File: config.mk
export PLATFORM = sky130hd
export DESIGN_NAME = cfh_irq_hub
export DESIGN_NICKNAME = d
export VERILOG_FILES = /design/src/rtl/cfh_irq_pkg.sv /design/src/rtl/cfh_pin_sync.sv /design/src/rtl/cfh_card_detect.sv /design/src/rtl/cfh_local_irq.sv /design/src/rtl/cfh_global_irq.sv /design/src/rtl/cfh_irq_hub.sv
export SDC_FILE = /design/constraint.sdc
export NUM_CORES = 1
export LEC_CHECK = 0
export CORE_MARGIN = 4
export CORE_UTILIZATION = 25
export DETAILED_ROUTE_END_ITERATION = 8
export GPL_ROUTABILITY_DRIVEN = 0
export PLACE_DENSITY_LB_ADDON = 0.12
export SETUP_SLACK_MARGIN = 0.5
export SLEW_MARGIN = 20
export SYNTH_ARGS = -nofsm -noshare
export SYNTH_HDL_FRONTEND = slang
export SYNTH_SLANG_ARGS = --single-unit
File: constraint.sdc
create_clock -name clk -period 1.4 [get_ports clk]
set_input_delay 0.28 -clock clk [delete_from_list [all_inputs] [get_ports clk]]
set_output_delay 0.28 -clock clk [all_outputs]
set_load 0.005 [all_outputs]
File: src/rtl/cfh_irq_pkg.sv
package cfh_irq_pkg;
    localparam int ADDR_W      = 3;
    localparam int DATA_W      = 32;
    localparam int LCL_W       = 12;
    localparam int GLB_W       = 2;
    localparam int SYNC_STAGES = 2;
    localparam int PIN_W       = 5;

    // bits 4..7 of the local status are not backed by storage
    localparam logic [LCL_W-1:0] LCL_IMPL = 12'hF0F;

    // interface status: position of the lowest synchronised pin
    localparam int IFS_PIN_LSB = 2;

    // detect pins idle high, the other pins idle low
    localparam logic [PIN_W-1:0] PIN_IDLE = 5'b00011;

    typedef enum logic [ADDR_W-1:0] {
        RA_IFSTAT = 3'd0,
        RA_LSTAT  = 3'd1,
        RA_LEN    = 3'd2,
        RA_GSTAT  = 3'd3,
        RA_GSTEN  = 3'd4,
        RA_GSGEN  = 3'd5
    } reg_addr_e;
endpackage

File: src/rtl/cfh_pin_sync.sv
module cfh_pin_sync #(
    parameter int              W      = 5,
    parameter int              STAGES = 2,
    parameter logic [W-1:0]    RST    = '0
) (
    input  logic         clk,
    input  logic         rst_n,
    input  logic [W-1:0] d_i,
    output logic [W-1:0] q_o
);
    logic [W-1:0] stage_d [STAGES];
    logic [W-1:0] stage_q [STAGES];

    generate
        for (genvar k = 0; k < STAGES; k++) begin : g_stage
            if (k == 0) begin : g_first
                always_comb stage_d[k] = d_i;
            end else begin : g_next
                always_comb stage_d[k] = stage_q[k-1];
            end
            always_ff @(posedge clk or negedge rst_n) begin
                if (!rst_n) stage_q[k] <= RST;
                else        stage_q[k] <= stage_d[k];
            end
        end
    endgenerate

    assign q_o = stage_q[STAGES-1];
endmodule

File: src/rtl/cfh_card_detect.sv
module cfh_card_detect (
    input  logic       clk,
    input  logic       rst_n,
    input  logic [1:0] cd_n_sync_i,
    output logic       evt_o,
    output logic       inserted_o
);
    typedef struct packed {
        logic ins;
    } det_t;

    det_t det_d, det_q;
    logic ins_now;

    always_comb begin
        ins_now   = ~cd_n_sync_i[0] & ~cd_n_sync_i[1];
        det_d     = det_q;
        det_d.ins = ins_now;
        evt_o     = ins_now ^ det_q.ins;
    end

    always_ff @(posedge clk or negedge rst_n) begin
        if (!rst_n) det_q <= '0;
        else        det_q <= det_d;
    end

    assign inserted_o = det_q.ins;

    // every event coincides with a toggle of the registered state
    p_detect_toggle_r6: assert property (@(posedge clk) disable iff (!rst_n)
        evt_o |=> (inserted_o == !$past(inserted_o)));
endmodule

File: src/rtl/cfh_local_irq.sv
module cfh_local_irq #(
    parameter int             W    = 12,
    parameter logic [W-1:0]   IMPL = '1
) (
    input  logic         clk,
    input  logic         rst_n,
    input  logic [W-1:0] evt_i,
    input  logic         clr_we_i,
    input  logic         en_we_i,
    input  logic [W-1:0] wdata_i,
    output logic [W-1:0] status_o,
    output logic [W-1:0] enable_o,
    output logic         pend_o
);
    typedef struct packed {
        logic [W-1:0] sts;
        logic [W-1:0] en;
    } lcl_t;

    lcl_t st_d, st_q;
    logic [W-1:0] evt_m;

    always_comb begin
        evt_m = evt_i & IMPL;
        st_d  = st_q;
        if (clr_we_i) st_d.sts = st_q.sts & ~wdata_i;
        st_d.sts = st_d.sts | evt_m;          // event beats clear
        if (en_we_i)  st_d.en  = wdata_i & IMPL;
    end

    always_ff @(posedge clk or negedge rst_n) begin
        if (!rst_n) st_q <= '0;
        else        st_q <= st_d;
    end

    assign status_o = st_q.sts;
    assign enable_o = st_q.en;
    assign pend_o   = |(st_q.sts & st_q.en);

    // an implemented event is never lost to a same-cycle clear
    p_event_wins_r4: assert property (@(posedge clk) disable iff (!rst_n)
        |evt_m |=> ((status_o & $past(evt_m)) == $past(evt_m)));

    // cleared bits without a matching event read zero afterwards
    p_clear_takes_r3: assert property (@(posedge clk) disable iff (!rst_n)
        clr_we_i |=> ((status_o & $past(wdata_i & ~evt_m)) == '0));
endmodule

File: src/rtl/cfh_global_irq.sv
module cfh_global_irq #(
    parameter int W = 2
) (
    input  logic         clk,
    input  logic         rst_n,
    input  logic [W-1:0] set_i,
    input  logic         clr_we_i,
    input  logic         sten_we_i,
    input  logic         sgen_we_i,
    input  logic [W-1:0] wdata_i,
    output logic [W-1:0] status_o,
    output logic         sten_o,
    output logic         sgen_o,
    output logic         irq_o
);
    typedef struct packed {
        logic [W-1:0] sts;
        logic         sten;
        logic         sgen;
    } glb_t;

    glb_t gl_d, gl_q;

    always_comb begin
        gl_d = gl_q;
        if (clr_we_i)  gl_d.sts  = gl_q.sts & ~wdata_i;
        gl_d.sts = gl_d.sts | (set_i & {W{gl_q.sten}});
        if (sten_we_i) gl_d.sten = wdata_i[0];
        if (sgen_we_i) gl_d.sgen = wdata_i[0];
    end

    always_ff @(posedge clk or negedge rst_n) begin
        if (!rst_n) gl_q <= '0;
        else        gl_q <= gl_d;
    end

    assign status_o = gl_q.sts;
    assign sten_o   = gl_q.sten;
    assign sgen_o   = gl_q.sgen;
    assign irq_o    = gl_q.sten & gl_q.sgen & (|gl_q.sts);

    // a set request while status-enable is on is latched
    p_set_latches_r5: assert property (@(posedge clk) disable iff (!rst_n)
        (sten_o && |set_i) |=> ((status_o & $past(set_i)) == $past(set_i)));

    // disabling the signal path silences the line
    p_sig_mask_r8: assert property (@(posedge clk) disable iff (!rst_n)
        (sgen_we_i && !wdata_i[0]) |=> !irq_o);
endmodule

File: src/rtl/cfh_irq_hub.sv
module cfh_irq_hub
    import cfh_irq_pkg::*;
(
    input  logic              clk,
    input  logic              rst_n,
    input  logic [ADDR_W-1:0] bus_addr,
    input  logic              bus_wr,
    input  logic [DATA_W-1:0] bus_wdata,
    output logic [DATA_W-1:0] bus_rdata,
    input  logic [LCL_W-1:0]  src_evt,
    input  logic              sib_evt,
    input  logic [1:0]        cd_n,
    input  logic              card_ack,
    input  logic              card_rdy,
    input  logic              card_iordy,
    output logic              irq_o
);
    logic [PIN_W-1:0] pin_raw, pin_s;
    logic             det_evt, inserted;
    logic [LCL_W-1:0] lcl_evt, lcl_sts, lcl_en;
    logic             lcl_pend;
    logic [GLB_W-1:0] glb_sts;
    logic             glb_sten, glb_sgen;
    logic             we_lstat, we_len, we_gstat, we_gsten, we_gsgen;
    logic             unused_bus;

    assign pin_raw    = {card_iordy, card_rdy, card_ack, cd_n};
    assign unused_bus = ^bus_wdata[DATA_W-1:LCL_W] ^ inserted;

    cfh_pin_sync #(.W(PIN_W), .STAGES(SYNC_STAGES), .RST(PIN_IDLE)) u_sync (
        .clk(clk), .rst_n(rst_n), .d_i(pin_raw), .q_o(pin_s)
    );

    cfh_card_detect u_det (
        .clk(clk), .rst_n(rst_n), .cd_n_sync_i(pin_s[1:0]),
        .evt_o(det_evt), .inserted_o(inserted)
    );

    always_comb begin
        lcl_evt    = src_evt;
        lcl_evt[0] = src_evt[0] | det_evt;
        we_lstat = bus_wr && (bus_addr == RA_LSTAT);
        we_len   = bus_wr && (bus_addr == RA_LEN);
        we_gstat = bus_wr && (bus_addr == RA_GSTAT);
        we_gsten = bus_wr && (bus_addr == RA_GSTEN);
        we_gsgen = bus_wr && (bus_addr == RA_GSGEN);
    end

    cfh_local_irq #(.W(LCL_W), .IMPL(LCL_IMPL)) u_lcl (
        .clk(clk), .rst_n(rst_n), .evt_i(lcl_evt),
        .clr_we_i(we_lstat), .en_we_i(we_len),
        .wdata_i(bus_wdata[LCL_W-1:0]),
        .status_o(lcl_sts), .enable_o(lcl_en), .pend_o(lcl_pend)
    );

    cfh_global_irq #(.W(GLB_W)) u_glb (
        .clk(clk), .rst_n(rst_n), .set_i({sib_evt, lcl_pend}),
        .clr_we_i(we_gstat), .sten_we_i(we_gsten), .sgen_we_i(we_gsgen),
        .wdata_i(bus_wdata[GLB_W-1:0]),
        .status_o(glb_sts), .sten_o(glb_sten), .sgen_o(glb_sgen),
        .irq_o(irq_o)
    );

    always_comb begin
        bus_rdata = '0;
        case (bus_addr)
            RA_IFSTAT: bus_rdata[IFS_PIN_LSB +: PIN_W] = pin_s;
            RA_LSTAT:  bus_rdata[LCL_W-1:0] = lcl_sts;
            RA_LEN:    bus_rdata[LCL_W-1:0] = lcl_en;
            RA_GSTAT:  bus_rdata[GLB_W-1:0] = glb_sts;
            RA_GSTEN:  bus_rdata[0] = glb_sten;
            RA_GSGEN:  bus_rdata[0] = glb_sgen;
            default:   bus_rdata = '0;
        endcase
    end

    // a detect event lands in local bit 0 at the next edge
    p_detect_reaches_status_r6: assert property (@(posedge clk) disable iff (!rst_n)
        det_evt |=> lcl_sts[0]);
endmodule

==> results of run 1 <==
[cell families (layout without fill, tap and decap cells)]
family                    after synthesis  count (layout)  synth area share, %
and+or+nand+nor                        32              32                 9.87
xor gates and xnor gates                1               1                0.516
buffers and inverters                  26              96                 11.1
AOI/OAI and AO/OA                      29              29                 13.2
DFF                                    35              35                 51.9
other                                   1              20                0.221
muxes                                  18              18                 13.2
[cell type report]
class	count	area (um2)
timing repair buffer	88	801
clock buffer	7	96.3
tap	77	96.3
multi-input combinational	100	783
clock inverter	1	7.51
fill	631	3790
sequential	35	881
[worst reg2reg max path: cells and delay by family (launching register included)]
kind,cells,cell delay (ps)
flip-flops,1,380
buffers and inverters,3,330
AND/OR/NAND/NOR,1,120
AO/OA/AOI/OAI,2,380
[sequential cells by signal, indices dropped and copies added (netlist names)]
signal,cells
u_glb.status_o,2
u_glb.sten_o,1
u_sync.q_o,5
u_det.inserted_o,1
u_lcl.status_o,12
u_sync.stage_d,5
u_lcl.enable_o,8
u_glb.sgen_o,1
[metal layers]
metal	GRT usage (%)	vias up	routed length, um
li1	-	637	-
met4	4.59	0	66
met1	15.2	655	2190
met2	18.9	54	2100
met5	0	-	0
met3	3.08	6	222
[synthesized netlist by cell type]
library cell,number
dfrtp_1,31
xor2_1,1
nor2b_4,1
a22o_1,2
nor2_1,9
a21oi_1,1
a2bb2oi_1,2
a211o_1,1
conb_1,1
and3b_1,1
clkbuf_1,2
mux2_2,3
mux2_4,8
and4bb_2,1
a211oi_1,1
a21boi_0,4
nor2b_1,1
buf_6,1
buf_4,22
o211a_1,1
a21o_1,8
nand3_1,1
and2_1,1
and2b_2,1
buf_2,1
mux2i_1,7
nor3_1,4
nand4_1,3
a22oi_1,9
nand2_1,9
dfstp_2,4
[power breakdown]
part           total (mW)  leakage, nW  internal [mW]  switching [mW]
Clock               0.817       0.0505          0.447           0.369
Sequential           1.16        0.391           1.11          0.0566
Combinational       0.643        0.785          0.409           0.234
Total                2.62         1.23           1.96           0.660
[repair_timing]
| item | CTS | global route |
|---|---|---|
| cloned | 0 | 0 |
| buffers inserted | 17 | 3 |
| gates resized for setup | 89 | 8 |
| pin swaps | 17 | 12 |
| endpoints found under the setup margin | 37 | 37 |
[through the flow]
| stage | cell area, um2 | total power [mW] | cells | setup WS [ps] |
|---|---|---|---|---|
| 6_report | 2670 | 2.62 | 308 | -153 |
| 5_1_grt | 2670 | 2.77 | 308 | -231 |
| 4_1_cts | 2620 | 2.64 | 305 | -188 |
| 3_5_place_dp | 2360 | 1.73 | 280 | -874 |
| 3_3_place_gp | 2360 | 1.73 | 280 | -852 |
| 2_1_floorplan | 1840 | 1.46 | 161 | 217 |
[worst min-delay path by stage]
stage	startpoint	endpoint	slack, ps	cells past startpoint
2_1_floorplan	rst_n	u_det.inserted_o$_DFF_PN0_	-20	0
3_3_place_gp	u_sync.stage_d[4]$_DFF_PN0_	u_sync.q_o[4]$_DFF_PN0_	330	0
3_5_place_dp	u_sync.stage_d[4]$_DFF_PN0_	u_sync.q_o[4]$_DFF_PN0_	340	0
4_1_cts	u_sync.stage_d[4]$_DFF_PN0_	u_sync.q_o[4]$_DFF_PN0_	350	0
5_1_grt	rst_n	u_sync.stage_d[2]$_DFF_PN0_	360	2
6_report	u_sync.stage_d[4]$_DFF_PN0_	u_sync.q_o[4]$_DFF_PN0_	350	0
[cell usage in the layout, fill, tap and decap left out, types with 2 or more instances in the layout]
cell	synthesis	layout
buf_6	1	14
a21o_1	8	8
a22oi_2	0	2
clkbuf_8	0	7
nor2b_4	1	2
mux2_4	8	10
a22oi_1	9	7
clkdlybuf4s50_1	0	27
dfstp_2	4	4
mux2i_2	0	2
conb_1	1	20
nor3_2	0	3
buf_4	22	27
buf_8	0	2
nand2_1	9	9
nor2_1	9	9
buf_12	0	3
nand4_1	3	3
mux2i_1	7	5
a22o_1	2	2
a21boi_2	0	3
buf_2	1	14
dfrtp_1	31	31
==> summary.txt, run 1 <==
Outcome
  • Outcome: finished, violations left
  • Failing checks: negative setup slack

Logic synthesis
  • Post-Synthesis Cells: ~140
  • Share of the synthesized area in the top cell type: between 40% and 50%
  • Synthesized flop and latch total: 35
  • Yosys cell types: 31
  • Biggest area consumer among synthesized cells: dfrtp_1
  • Post-Syn Area: ~1700 um2
  • Syn. warnings: 0
  • Syn Area/Cell: approximately 12 um2
  • Part of the Yosys area used for sequential elements: about half
  • Synth top area cells: dfrtp_1, buf_4, mux2_4

Floorplanning
  • Die W: 90.4 um
  • # IOs: 89
  • Core Area: approximately 6500 um2
  • FP Rows: 29
  • Die Area: roughly 8000 um2
  • Vert. Die Dim: about 90 um
  • Starting Density: roughly a quarter

Cells and area
  • Antenna cell count: 0
  • Final core utilization: around 41%
  • Nets@finish: 286
  • Share of layout cells above drive strength 1: 43.3%
  • Area growth, synth to finish: 57.0%

Placed design
  • PortBufs: 44
  • Post-DP HPWL: 3200 um

Setup path
  • Type of the worst setup path: flip-flop to primary output
  • Reg-to-reg startpoint: u_lcl.enable_o[1]$_DFFE_PN0P_
  • Crit-path max cell delay: ~530 ps
  • CP Capture Point: bus_rdata[2]
  • Crit end category: primary output
  • CP startpoint: u_sync.q_o[0]$_DFF_PN1_
  • CP max stage cell: dfstp_2
  • Worst endpoint data arrival time: ~1300 ps
  • Worst Path Buf+Inv: 1
  • Worst-path fanout max: 2
  • WP data required: approximately 1100 ps
  • Crit-path cells: mux2i_1 -> a2bb2oi_2 -> nor2_1 -> buf_2
  • CP Launch Type: flip-flop
  • CP Depth: 4
  • Worst r2r dst: u_glb.status_o[0]$_DFF_PN0_
  • Reg-to-reg slack, setup: roughly 60 ps
  • Worst R2R Path Depth: 6
  • CP delay by family, top: flip-flops

STA
  • Worst hold slack: 351 ps
  • Final Max Tran Viols: 0
  • Final Worst Setup Slack: -153 ps
  • Setup Viol. Count Final: 7
  • Final hold violations: 0
  • Setup tns final: -771 ps
  • Fin crit period: ~1600 ps
  • Period utilisation layout: 111%
  • RSZ-0062 raised after global routing: true
  • Fmax: between 600 and 700 MHz
  • Clock skew: between 5 and 6 ps

Power and ir drop
  • VDD IR-drop max: around 0.00052 V
  • Cell area power density: a little under 1000 nW/um2
  • Leakage: about 1.2 nW

Clock tree
  • H-tree depth: 2
  • Bufs on Longest Clock Path: 2
  • CTS root buffer: clkbuf_8
  • Clk pin slew, worst setup/hold paths: approximately 70 ps
  • CTS Hold Bufs: 0
  • CTS tree: done
  • Num CTS Buffers: 5
  • Skew-Pair Late Insertion Delay: about 290 ps
  • CTS sink cnt: 35

Detailed routing
  • DR vias: 1,352
  • Via density: around 4.4
  • Antenna-violating nets left: 0
  • DRT iter0 DRCs: 55
  • DR pass1 iterations: 4
  • Post-route DRC: 0
  • Post-DR wirelength/cell: around 15 um
  • Total Wirelength: roughly 4600 um

Global route
  • Gr usage total: a little under an eighth
  • Number of global-route vias before repair: about 1.5k
  • Initial antenna violation count: 0
  • Largest net degree at the start of global routing: 36
  • GRT overflow: 0
  • Global-route wire length before repair: around 7500 um

Hold path
  • Min-Delay Path Class: flip-flop to flip-flop

Job
  • MaxCap Viol Count: 0
(Power assumes the default switching activity.)
==> run 2, diff against run 1 <==
Settings changed: CORE_UTILIZATION 25 to 39.
==> run 2 against run 1 <==
Net effect: the run still ends with negative setup slack left; global-route usage increased by 6.7 points; die area down 33%; clock power down 13%; final cell count fell by 3.9%; final area rose by 11%; wire length grew 11%; total power up 1.7%; first-iteration DRC count up 15%; non-clock buffer count up 15; critical path depth did not move; hold slack better by 1.6 ps; critical path type unchanged; largest power group unchanged.
==> summary.txt, run 2 (same netlist as run 1, synthesis figures left out) <==
Setup path
  • CP Launch Type: flip-flop
  • WP data required: around 1100 ps
  • CP startpoint: u_glb.status_o[1]$_DFF_PN0_
  • Reg-to-reg slack, setup: roughly 160 ps
  • CP Capture Point: bus_rdata[1]
  • Reg-to-reg startpoint: u_lcl.enable_o[1]$_DFFE_PN0P_
  • Worst endpoint data arrival time: 1260 ps
  • Worst R2R Path Depth: 5
  • Type of the worst setup path: flip-flop to primary output
  • Worst-path fanout max: 2
  • Worst r2r dst: u_glb.status_o[0]$_DFF_PN0_
  • Crit end category: primary output

Floorplanning
  • Core Area: around 4100 um2
  • FP Rows: 23
  • Die W: 74.0 um
  • Vert. Die Dim: ~74 um
  • # IOs: 89
  • Die Area: about 5500 um2
  • Starting Density: between 40% and 50%

Power and ir drop
  • Leakage: 1.39 nW
  • Tot Pwr: between 2 and 3 mW
  • VDD IR-drop max: between 0.0005 and 0.0006 V
  • Cell area power density: 904 nW/um2

Detailed routing
  • DRT iter0 DRCs: 63
  • Met3 WL post-DR: roughly 350 um
  • Post-route DRC: 0
  • WL met2: 2630 um
  • Top sig layer: met4
  • Total Wirelength: 5080 um
  • WL met1: a little over 2000 um
  • DR vias: between 1k and 1.5k
  • Post-DR wirelength/cell: 17.1 um
  • DR pass1 iterations: 4
  • Antenna-violating nets left: 0
  • Via density: approximately 4.9

STA
  • Final hold violations: 0
  • RSZ-0062 raised after global routing: true
  • Period utilisation layout: 110%
  • Fin crit period: between 1500 and 2000 ps
  • Clock skew: around 3.3 ps
  • Setup Viol. Count Final: 7
  • Final Worst Setup Slack: -137 ps
  • Setup tns final: -513 ps
  • Final Max Tran Viols: 0
  • Fmax: around 650 MHz

Global route
  • Initial antenna violation count: 0
  • Gr usage total: a little under a fifth
  • Number of global-route vias before repair: 1,485
  • Largest net degree at the start of global routing: 36
  • Global-route wire length before repair: 7410 um
  • GRT overflow: 0

Outcome
  • Failing checks: negative setup slack
  • Outcome: finished, violations left

Placed design
  • PortBufs: 44
  • Post-Place Cells: 253
  • Pre-CTS setup slack: -782 ps
  • Post-DP HPWL: roughly 3100 um

Clock tree
  • Skew-Pair Late Insertion Delay: approximately 280 ps
  • Bufs on Longest Clock Path: 2
  • CTS sink cnt: 35
  • CTS root buffer: clkbuf_8
  • Clk pin slew, worst setup/hold paths: roughly 70 ps
  • CTS tree: done
  • H-tree depth: 2
  • Num CTS Buffers: 5
  • CTS Hold Bufs: 0

Cells and area
  • Commonest non-fill, non-tap cells in the layout: dfrtp_1, buf_4, clkdlybuf4s50_1
  • Share of layout cells above drive strength 1: 54.5%
  • Antenna cell count: 0
  • Most common cell after layout, fill and taps aside: dfrtp_1
  • Nets@finish: roughly 300
  • Area growth, synth to finish: 73.7%
  • Fillers: between 200 and 300
  • Finished Layout Cells: 296
  • Number of flip-flops in the largest register: 12

Job
  • MaxCap Viol Count: 0

Hold path
  • Min-Delay Path Class: flip-flop to flip-flop
==> run 2: cell count changes in the layout (fill, tap and decap cells not counted), sizes merged <==
cell	change
buf	+15
clkbuf	-2
clkdlybuf4s50	-1
clkinv	+3
clkinvlp	-1
dlygate4sd2	+1
==> run 2: worst min-delay path by stage <==
| stage | startpoint | end | slack [ps] | cells past startpoint |
|---|---|---|---|---|
| 5_1_grt | u_sync.stage_d[0]$_DFF_PN1_ | u_sync.q_o[0]$_DFF_PN1_ | 360 | 0 |
| 3_3_place_gp | u_sync.stage_d[2]$_DFF_PN0_ | u_sync.q_o[2]$_DFF_PN0_ | 330 | 0 |
| 4_1_cts | u_sync.stage_d[2]$_DFF_PN0_ | u_sync.q_o[2]$_DFF_PN0_ | 360 | 0 |
| 2_1_floorplan | rst_n | u_det.inserted_o$_DFF_PN0_ | -20 | 0 |
| 3_5_place_dp | u_sync.stage_d[2]$_DFF_PN0_ | u_sync.q_o[2]$_DFF_PN0_ | 340 | 0 |
| 6_report | u_sync.stage_d[4]$_DFF_PN0_ | u_sync.q_o[4]$_DFF_PN0_ | 350 | 0 |
==> run 2: cell type report <==
type	count	area [um2]	area share (%)
well taps	50	62.6	2.12
clock inverters	3	15.0	0.509
clock buffers	5	68.8	2.33
multi-input cells	100	880	29.8
repair buffers	103	1040	35.3
flip-flops and latches	35	881	29.9
==> run 2: what timing repair did <==
action	in CTS	in global routing
setup endpoints to repair	37	37
pin swaps	16	12
gates cloned	2	0
buffers inserted	17	16
resized for setup	124	26
==> run 2: metal layers <==
layer	track usage (%)	vias up
met3	4.86	4
li1	-	671
met4	6.04	0
met2	31.0	67
met5	0	-
met1	23.2	712
==> run 2: per-stage QoR <==
step,hold WS (ps),util [%],cell area [um2]
2_1_floorplan,-15.6,-,1840
3_3_place_gp,333,56.4,2320
3_5_place_dp,339,56.4,2320
4_1_cts,355,66.1,2720
5_1_grt,359,71.7,2950
6_report,353,71.7,2950
==> run 2: critical path: stages (launching register included) <==
cell and delay [ps]:
dfrtp_1 400, mux2_4 270, a22oi_2 130, nor2_1 50, buf_2 120
==> run 2: power breakdown <==
group | switching (mW) | total [mW] | internal, mW
Combinational | 0.283 | 0.787 | 0.503
Sequential | 0.0658 | 1.17 | 1.11
Clock | 0.367 | 0.708 | 0.340
Total | 0.716 | 2.67 | 1.95
